--- src/rtl/dbm_pkg.sv ---
package dbm_pkg;
  localparam int NZONE = 16;
  localparam int NEDGE = 7;
  typedef logic [11:0] trk_t;
  typedef logic [31:0] word_t;
  typedef word_t ztab_t [NZONE];
  // Zone boundaries on the track number, ascending
  localparam trk_t ZONE_EDGE [NEDGE] = '{12'h09E, 12'h13C, 12'h1D1, 12'h266,
                                         12'h2FB, 12'h390, 12'h425};
  localparam ztab_t DEF_ZSTART = '{32'h0000_0000, 32'h0080_0000, 32'h0100_0000, 32'h0180_0000,
                                   32'h0200_0000, 32'h0280_0000, 32'h0300_0000, 32'h0380_0000,
                                   32'h0400_0000, 32'h0480_0000, 32'h0500_0000, 32'h0580_0000,
                                   32'h0600_0000, 32'h0680_0000, 32'h0700_0000, 32'h0780_0000};
  localparam ztab_t DEF_ZSIZE = '{32'd232, 32'd216, 32'd208, 32'd192, 32'd176, 32'd160, 32'd144, 32'd128,
                                  32'd216, 32'd208, 32'd192, 32'd176, 32'd160, 32'd144, 32'd128, 32'd112};
  // Control word bit positions
  localparam int B_START = 0;
  localparam int B_BLKX  = 1;
  localparam int B_MRST  = 2;
  localparam int B_RST   = 3;
endpackage

--- src/rtl/dbm_zone_map.sv ---
module dbm_zone_map
  import dbm_pkg::*;
#(
  parameter int    SPB    = 85,
  parameter int    BPT    = 2,
  parameter ztab_t ZSTART = DEF_ZSTART,
  parameter ztab_t ZSIZE  = DEF_ZSIZE
) (
  input  logic        head,
  input  trk_t        track,
  output logic [3:0]  zone,
  output word_t       trk_off
);
  localparam word_t TRK_SPAN = word_t'(SPB * BPT);

  logic [NEDGE-1:0] ge;
  logic [2:0]       lvl;
  trk_t             base;

  for (genvar g = 0; g < NEDGE; g++) begin : g_cmp
    assign ge[g] = (track >= ZONE_EDGE[g]);
  end

  always_comb begin
    lvl  = '0;
    base = '0;
    for (int i = 0; i < NEDGE; i++) begin
      if (ge[i]) begin
        lvl  = lvl + 3'd1;
        base = ZONE_EDGE[i];
      end
    end
    zone    = {head, lvl};
    trk_off = ZSTART[zone] + {20'd0, track - base} * ZSIZE[zone] * TRK_SPAN;
  end
endmodule

--- src/rtl/dbm_addr_gen.sv ---
module dbm_addr_gen
  import dbm_pkg::*;
#(
  parameter int    SPB   = 85,
  parameter int    CW    = 7,
  parameter ztab_t ZSIZE = DEF_ZSIZE
) (
  input  word_t          trk_off,
  input  logic [3:0]     zone,
  input  logic           blk,
  input  logic [CW-1:0]  sec,
  input  logic [7:0]     sec_bytes,
  output word_t          addr
);
  word_t blk_span;
  word_t stride;

  always_comb begin
    blk_span = blk ? word_t'(SPB) * ZSIZE[zone] : '0;
    stride   = {24'd0, sec_bytes} + 32'd1;
    addr     = trk_off + blk_span + word_t'(sec) * stride;
  end
endmodule

--- src/rtl/dbm_step_core.sv ---
module dbm_step_core
  import dbm_pkg::*;
#(
  parameter int    SPB   = 85,
  parameter int    CW    = 7,
  parameter word_t WIN_A = 32'h0500_0000,
  parameter word_t WIN_B = 32'h0500_0400
) (
  input  logic          clk,
  input  logic          rst_n,
  input  logic          ctl_we,
  input  word_t         ctl_wdata,
  input  logic          dma_valid,
  input  word_t         dma_addr,
  input  logic          tick,
  input  logic          mecha_set,
  input  logic          dir_wr,
  input  logic          trk_is6,
  output logic          emit_blk,
  output logic [CW-1:0] emit_sec,
  input  word_t         emit_addr,
  output logic          sa_valid,
  input  logic          sa_ready,
  output word_t         sa_addr,
  output logic          st_drq,
  output logic          st_c2,
  output logic          st_bm_int,
  output logic          st_mecha,
  output logic          st_micro,
  output logic          st_running,
  output logic          st_blk_pend,
  output logic          cur_blk,
  output logic [CW-1:0] cur_cnt,
  output logic [7:0]    cur_sector
);
  localparam logic [CW-1:0] N_DATA = CW'(SPB);
  localparam logic [CW-1:0] N_C2   = CW'(SPB + 4);

  logic          hold_q, held_q;
  logic          n_drq, n_c2, n_bm, n_mecha, n_micro, n_run, n_pend, n_blk, n_hold, n_held;
  logic [CW-1:0] n_cnt;
  logic [7:0]    n_sec;
  logic          step_ev, want, go, emit;
  logic          unused_bits;

  assign unused_bits = ^{ctl_wdata[31:24], ctl_wdata[15:4]};

  always_comb begin
    n_drq = st_drq;   n_c2 = st_c2;       n_bm = st_bm_int;  n_mecha = st_mecha;
    n_micro = st_micro; n_run = st_running; n_pend = st_blk_pend;
    n_blk = cur_blk;  n_cnt = cur_cnt;    n_sec = cur_sector; n_hold = hold_q;
    step_ev = 1'b0;
    // Event stage: control write, else DMA window, else periodic check
    if (ctl_we) begin
      n_sec = ctl_wdata[23:16];
      if (n_sec == 8'h00) begin
        n_blk = 1'b0; n_cnt = '0;
      end else if (n_sec == 8'h5A) begin
        n_blk = 1'b1; n_cnt = '0;
      end
      if (ctl_wdata[B_BLKX]) n_pend = 1'b1;
      if (ctl_wdata[B_MRST]) n_mecha = 1'b0;
      if (ctl_wdata[B_RST]) begin
        n_hold = 1'b1;
      end else if (hold_q) begin
        n_hold = 1'b0;
        n_bm = 1'b0; n_drq = 1'b0; n_c2 = 1'b0; n_micro = 1'b0;
        n_pend = 1'b0; n_run = 1'b0; n_sec = '0; n_blk = 1'b0; n_cnt = '0;
      end
      if (ctl_wdata[B_START]) begin
        n_run = 1'b1; step_ev = 1'b1;
      end
    end else if (dma_valid && dma_addr == WIN_A) begin
      n_bm = 1'b0; n_c2 = 1'b0; step_ev = 1'b1;
    end else if (dma_valid && dma_addr == WIN_B) begin
      n_bm = 1'b0; n_drq = 1'b0; step_ev = 1'b1;
    end else if (tick && st_bm_int && cur_cnt > N_DATA) begin
      n_bm = 1'b0; step_ev = 1'b1;
    end
    if (mecha_set) n_mecha = 1'b1;

    // Step stage: runs when the address stream can take a new entry
    want     = step_ev | held_q;
    go       = want && (!sa_valid || sa_ready);
    n_held   = want && !go;
    emit     = 1'b0;
    emit_blk = n_blk;
    emit_sec = n_cnt;
    if (go && n_run) begin
      n_bm = 1'b1;
      if (dir_wr) begin
        if (n_cnt < N_DATA) begin
          emit = 1'b1; n_cnt = n_cnt + 1'b1; n_drq = 1'b1;
        end else if (n_cnt == N_DATA) begin
          if (n_pend) begin
            n_blk = ~n_blk; emit_blk = n_blk; emit_sec = '0; emit = 1'b1;
            n_cnt = CW'(1); n_pend = 1'b0; n_drq = 1'b1;
          end else begin
            n_cnt = n_cnt + 1'b1; n_run = 1'b0;
          end
        end
      end else begin
        if (trk_is6 && n_sec == 8'h00) begin
          n_drq = 1'b0; n_micro = 1'b1;
        end else if (n_cnt < N_DATA) begin
          emit = 1'b1; n_cnt = n_cnt + 1'b1; n_drq = 1'b1;
        end else if (n_cnt < N_C2) begin
          n_cnt = n_cnt + 1'b1;
          if (n_cnt == N_C2) n_c2 = 1'b1;
        end else if (n_cnt == N_C2) begin
          if (n_pend) begin
            n_blk = ~n_blk; n_cnt = '0; n_pend = 1'b0;
          end else begin
            n_run = 1'b0;
          end
        end
      end
    end
  end

  always_ff @(posedge clk or negedge rst_n) begin
    if (!rst_n) begin
      st_drq <= 1'b0; st_c2 <= 1'b0; st_bm_int <= 1'b0; st_mecha <= 1'b0;
      st_micro <= 1'b0; st_running <= 1'b0; st_blk_pend <= 1'b0;
      cur_blk <= 1'b0; cur_cnt <= '0; cur_sector <= '0;
      hold_q <= 1'b0; held_q <= 1'b0;
      sa_valid <= 1'b0; sa_addr <= '0;
    end else begin
      st_drq <= n_drq; st_c2 <= n_c2; st_bm_int <= n_bm; st_mecha <= n_mecha;
      st_micro <= n_micro; st_running <= n_run; st_blk_pend <= n_pend;
      cur_blk <= n_blk; cur_cnt <= n_cnt; cur_sector <= n_sec;
      hold_q <= n_hold; held_q <= n_held;
      if (emit) begin
        sa_valid <= 1'b1;
        sa_addr  <= emit_addr;
      end else if (sa_ready) begin
        sa_valid <= 1'b0;
      end
    end
  end
endmodule

--- src/rtl/dbm_sector_seq.sv ---
module dbm_sector_seq
  import dbm_pkg::*;
#(
  parameter int    SPB    = 85,
  parameter int    BPT    = 2,
  parameter ztab_t ZSTART = DEF_ZSTART,
  parameter ztab_t ZSIZE  = DEF_ZSIZE,
  parameter word_t WIN_A  = 32'h0500_0000,
  parameter word_t WIN_B  = 32'h0500_0400,
  localparam int   CW     = $clog2(SPB + 6)
) (
  input  logic          clk,
  input  logic          rst_n,
  input  logic          seek_we,
  input  logic          seek_dir_wr,
  input  logic          seek_head,
  input  logic [11:0]   seek_track,
  input  logic [7:0]    sec_bytes,
  input  logic          ctl_we,
  input  logic [31:0]   ctl_wdata,
  input  logic          dma_valid,
  input  logic [31:0]   dma_addr,
  input  logic          tick,
  input  logic          mecha_set,
  output logic          sa_valid,
  input  logic          sa_ready,
  output logic [31:0]   sa_addr,
  output logic          irq,
  output logic          st_drq,
  output logic          st_c2,
  output logic          st_bm_int,
  output logic          st_mecha,
  output logic          st_micro,
  output logic          st_running,
  output logic          st_blk_pend,
  output logic          cur_blk,
  output logic [CW-1:0] cur_cnt,
  output logic [7:0]    cur_sector
);
  logic          dir_q, head_q;
  trk_t          trk_q;
  logic [3:0]    zone_d, zone_q;
  word_t         off_d, off_q;
  logic          emit_blk;
  logic [CW-1:0] emit_sec;
  word_t         emit_addr;

  dbm_zone_map #(.SPB(SPB), .BPT(BPT), .ZSTART(ZSTART), .ZSIZE(ZSIZE)) u_zone (
    .head(seek_head), .track(seek_track), .zone(zone_d), .trk_off(off_d)
  );

  always_ff @(posedge clk or negedge rst_n) begin
    if (!rst_n) begin
      dir_q <= 1'b0; head_q <= 1'b0; trk_q <= '0; zone_q <= '0; off_q <= '0;
    end else if (seek_we) begin
      dir_q <= seek_dir_wr; head_q <= seek_head; trk_q <= seek_track;
      zone_q <= zone_d; off_q <= off_d;
    end
  end

  dbm_addr_gen #(.SPB(SPB), .CW(CW), .ZSIZE(ZSIZE)) u_addr (
    .trk_off(off_q), .zone(zone_q), .blk(emit_blk), .sec(emit_sec),
    .sec_bytes(sec_bytes), .addr(emit_addr)
  );

  dbm_step_core #(.SPB(SPB), .CW(CW), .WIN_A(WIN_A), .WIN_B(WIN_B)) u_core (
    .clk(clk), .rst_n(rst_n), .ctl_we(ctl_we), .ctl_wdata(ctl_wdata),
    .dma_valid(dma_valid), .dma_addr(dma_addr), .tick(tick), .mecha_set(mecha_set),
    .dir_wr(dir_q), .trk_is6(!head_q && trk_q == 12'd6),
    .emit_blk(emit_blk), .emit_sec(emit_sec), .emit_addr(emit_addr),
    .sa_valid(sa_valid), .sa_ready(sa_ready), .sa_addr(sa_addr),
    .st_drq(st_drq), .st_c2(st_c2), .st_bm_int(st_bm_int), .st_mecha(st_mecha),
    .st_micro(st_micro), .st_running(st_running), .st_blk_pend(st_blk_pend),
    .cur_blk(cur_blk), .cur_cnt(cur_cnt), .cur_sector(cur_sector)
  );

  assign irq = st_mecha | st_bm_int;
endmodule

--- config.mk ---
export PLATFORM = sky130hd
export DESIGN_NAME = dbm_sector_seq
export DESIGN_NICKNAME = d
export VERILOG_FILES = /design/src/rtl/dbm_pkg.sv /design/src/rtl/dbm_zone_map.sv /design/src/rtl/dbm_addr_gen.sv /design/src/rtl/dbm_step_core.sv /design/src/rtl/dbm_sector_seq.sv
export SDC_FILE = /design/constraint.sdc
export NUM_CORES = 1
export LEC_CHECK = 0
export ABC_CLOCK_PERIOD_IN_PS = 8200
export CELL_PAD_IN_SITES_DETAIL_PLACEMENT = 1
export CELL_PAD_IN_SITES_GLOBAL_PLACEMENT = 1
export CORE_ASPECT_RATIO = 0.6
export CORE_MARGIN = 2
export CORE_UTILIZATION = 40
export DETAILED_ROUTE_END_ITERATION = 8
export PLACE_DENSITY_LB_ADDON = 0.1
export SYNTH_ARGS = -nofsm -noshare
export SYNTH_HDL_FRONTEND = slang
export SYNTH_SLANG_ARGS = --single-unit
--- constraint.sdc ---
create_clock -name clk -period 8.2 [get_ports clk]
set_clock_uncertainty 0.2 [all_clocks]
set_input_delay 0.82 -clock clk [delete_from_list [all_inputs] [get_ports clk]]
set_output_delay 0.82 -clock clk [all_outputs]
set_load 0.01 [all_outputs]
==> summary.txt <==
Worst setup path
  • Most frequent CP cell: inv_2
  • Worst flop-to-flop path endpoint: u_core.sa_addr[28]$_DFFE_PN0P_
  • Reg-to-Reg Start: zone_q[1]$_DFFE_PN0P_
  • Worst path slowest cell: mux4_2
  • CP required: approximately 8.3 ns
  • Crit path launch: seek_track[9]
  • Crit path launch type: input pin
  • CP Class: input pin to register
  • R2R setup slack: roughly 0.44 ns
  • R2R cell count: 32
  • CP endpoint: off_q[29]$_DFFE_PN0P_
  • Max incr delay on CP: 0.57 ns
  • Endpoint type of the worst setup path: register
  • Crit Path Max Fanout: 8
  • CP arrival: 13.47 ns

Floorplanning
  • Die Width: ~250 um
  • Die Y: 152 um
  • Core footprint: 36100 um2
  • IO Pins: 151
  • Full die area: approximately 38000 um2
  • Site row count: 54
  • Starting Density: 0.404

Final layout
  • # diodes: 0
  • Area Overhead vs Synth: 40.9%
  • Post-Route Utilization: 0.569
  • Post-Layout Cell Count: roughly 2600
  • FF/Latch Area: between 2000 and 3000 um2
  • Commonest non-fill, non-tap cell in the layout: buf_4
  • Nets: approximately 2500
  • Fillers: slightly above 4000
  • Area of the multi-input gates: ~12000 um2
  • Commonest cells after routing, fill and taps aside: buf_4, inv_1, ha_1
  • Fraction of layout cells with a size suffix above 1: 0.304

Route
  • DR WL/cell: 19.1 um
  • Pre-Repair DR Iteration Count: 5
  • # DRC: 0
  • DRT iter0 DRCs: 520
  • Number of nets with antenna violations after routing: 0
  • Post-DR vias/cell: ~5.2
  • Routed WL: 49000 um
  • Vias: approximately 13000

Worst hold path
  • Hold WC Path Type: input pin to asynchronous set/reset pin

Synth
  • Main synth FF type: dfrtp_1
  • Synth area leaders: ha_1, dfrtp_1, fa_1
  • Post-synth ARST share: 1.00
  • Avg Inst Size Synth: 8.96 um2
  • Sequential share of the synthesized area: 0.177
  • EDFF count, synth: 0
  • Synth Register Bits: 103
  • Cell variety after synth: between 80 and 90
  • Area share of the largest cell type after synthesis: 0.202
  • Post-Syn Nets: about 2100
  • Netlist Area Pre-Place: between 10000 and 15000 um2
  • Yosys warning count: 0
  • Mapped Cells: ~1600
  • Yosys top cell by area: ha_1

Timing
  • Minimum clock period: ~13 ns
  • Fmax: ~75 MHz
  • RSZ-0062 raised after global routing: yes
  • Final period util: 1.64
  • Setup ws final: -5.21 ns
  • Slew HR: 0.477
  • Max-slew violation count: 0
  • Final setup fails: 23
  • Worst-margin pin slew: between 0.7 and 0.8 ns
  • Final hold violation count: 0

Clock tree
  • Clk buf depth: 2
  • Root buf cell: clkbuf_16
  • Reg clk slew, reported paths: around 0.080 ns
  • Clock sink count: between 100 and 150
  • Later-pin clock latency in the skew report: 0.37 ns
  • TritonCTS clock tree: yes
  • CTS buffer count: 9
  • Max H-tree Level: 3

Global route
  • First-pass GRT wire length: approximately 76000 um
  • Initial antenna violation count: 0
  • GRT Overall Usage: 0.248
  • Largest net degree at the start of global routing: 62
  • Global route overflow: 0
  • Vias in the first global route: 14400

Placement
  • Placed cell count: about 2500
  • PortBufs: 130
  • Hpwl dp: about 37000 um
  • GPL Wtd Cong: around 0.89

Outcome
  • Failing checks: negative setup slack
  • Status: finished with violations

Run
  • Max-cap violations: 0
[final cells by class]
| cell class | count | share of cell area |
|---|---|---|
| Multi-Input combinational cell | 1242 | 0.592 |
| Timing Repair Buffer | 482 | 0.196 |
| Tap cell | 476 | 0.0290 |
| Clock inverter | 6 | 0.00268 |
| Sequential cell | 103 | 0.125 |
| Inverter | 242 | 0.0443 |
| Clock buffer | 9 | 0.0110 |
[layer usage]
layer | share of wire | up-vias | global-route usage
met3 | 0.041 | 50 | 0.0440
met1 | 0.48 | 6708 | 0.350
met5 | 0 | - | 0
met4 | 0.014 | 0 | 0.0356
li1 | - | 6375 | -
met2 | 0.46 | 245 | 0.405
[cells by family after synthesis]
kind of cell / Yosys count / share of synthesized area
AOI/OAI and AO/OA: 280 / 0.131
buffers and inverters: 283 / 0.0738
and+or+nand+nor: 453 / 0.150
xor gates and xnor gates: 108 / 0.0659
DFF: 103 / 0.177
muxes: 45 / 0.0359
adders and majority gates: 356 / 0.367
[worst max-delay path, delay by kind of cell]
family | cells | cell delay (ns)
AND/OR/NAND/NOR | 10 | 1.81
XOR/XNOR | 4 | 0.53
AO/OA/AOI/OAI | 14 | 2.64
adder cells (fa/ha/maj) | 18 | 6.03
buffers and inverters | 12 | 0.79
multiplexers | 2 | 0.83
[flip-flops by register name (all words and copies together), names as in the netlist, 3 cells and up]
name	count
off_q	28
trk_q	12
u_core.cur_cnt	7
u_core.cur_sector	8
u_core.sa_addr	32
zone_q	3
[per-stage QoR]
stage                     setup TNS (ns)  cell area [um2]  hold slack [ns]  setup slack, ns
after floorplan                   -69.62            14900            0.263            -4.91
after global placement            -89.82            18800            0.263            -5.53
after detailed placement         -100.71            18800            0.271            -6.03
after CTS                         -74.00            20000            0.288            -4.95
after global routing              -87.34            20600            0.310            -5.55
final                             -79.75            20600            0.251            -5.21
[timing repair]
item | in CTS | in global routing
setup buffers | 45 | 28
gates resized for setup | 143 | 80
pin swaps | 115 | 111
setup endpoints to repair | 25 | 40
hold buffers | 0 | 0
[worst min path at each step]
stage,end,depth (start not counted),from
after CTS,u_core.sa_addr[4]$_DFFE_PN0P_,1,rst_n
after floorplan,off_q[31]$_DFFE_PN0P_,2,off_q[31]$_DFFE_PN0P_
after global placement,u_core.sa_addr[9]$_DFFE_PN0P_,2,u_core.sa_addr[9]$_DFFE_PN0P_
after global routing,u_core.sa_addr[6]$_DFFE_PN0P_,1,rst_n
final,u_core.sa_addr[4]$_DFFE_PN0P_,1,rst_n
after detailed placement,u_core.sa_addr[5]$_DFFE_PN0P_,2,u_core.sa_addr[5]$_DFFE_PN0P_
[synth_stat cells (all sizes together) (5+ instances only)]
library cell	number
nand3	41
xnor2	58
nor2	135
a211oi	10
or3	6
or2	20
nand2b	20
o31ai	11
o21a	12
a31oi	10
a21o	36
clkbuf	34
inv	241
nor2b	19
nor4	15
o21ai	74
ha	236
and3	16
o21bai	12
nor3	23
and4	5
mux2	39
xor2	49
and2	7
o211ai	9
nand2	114
dfrtp	103
a21oi	46
a21boi	7
nand4	12
a22o	7
buf	7
fa	120
or2b	7
Power is left out: the tool's default activity adds up to more than one toggle a clock period on the data nets, which glitch-free logic cannot reach.
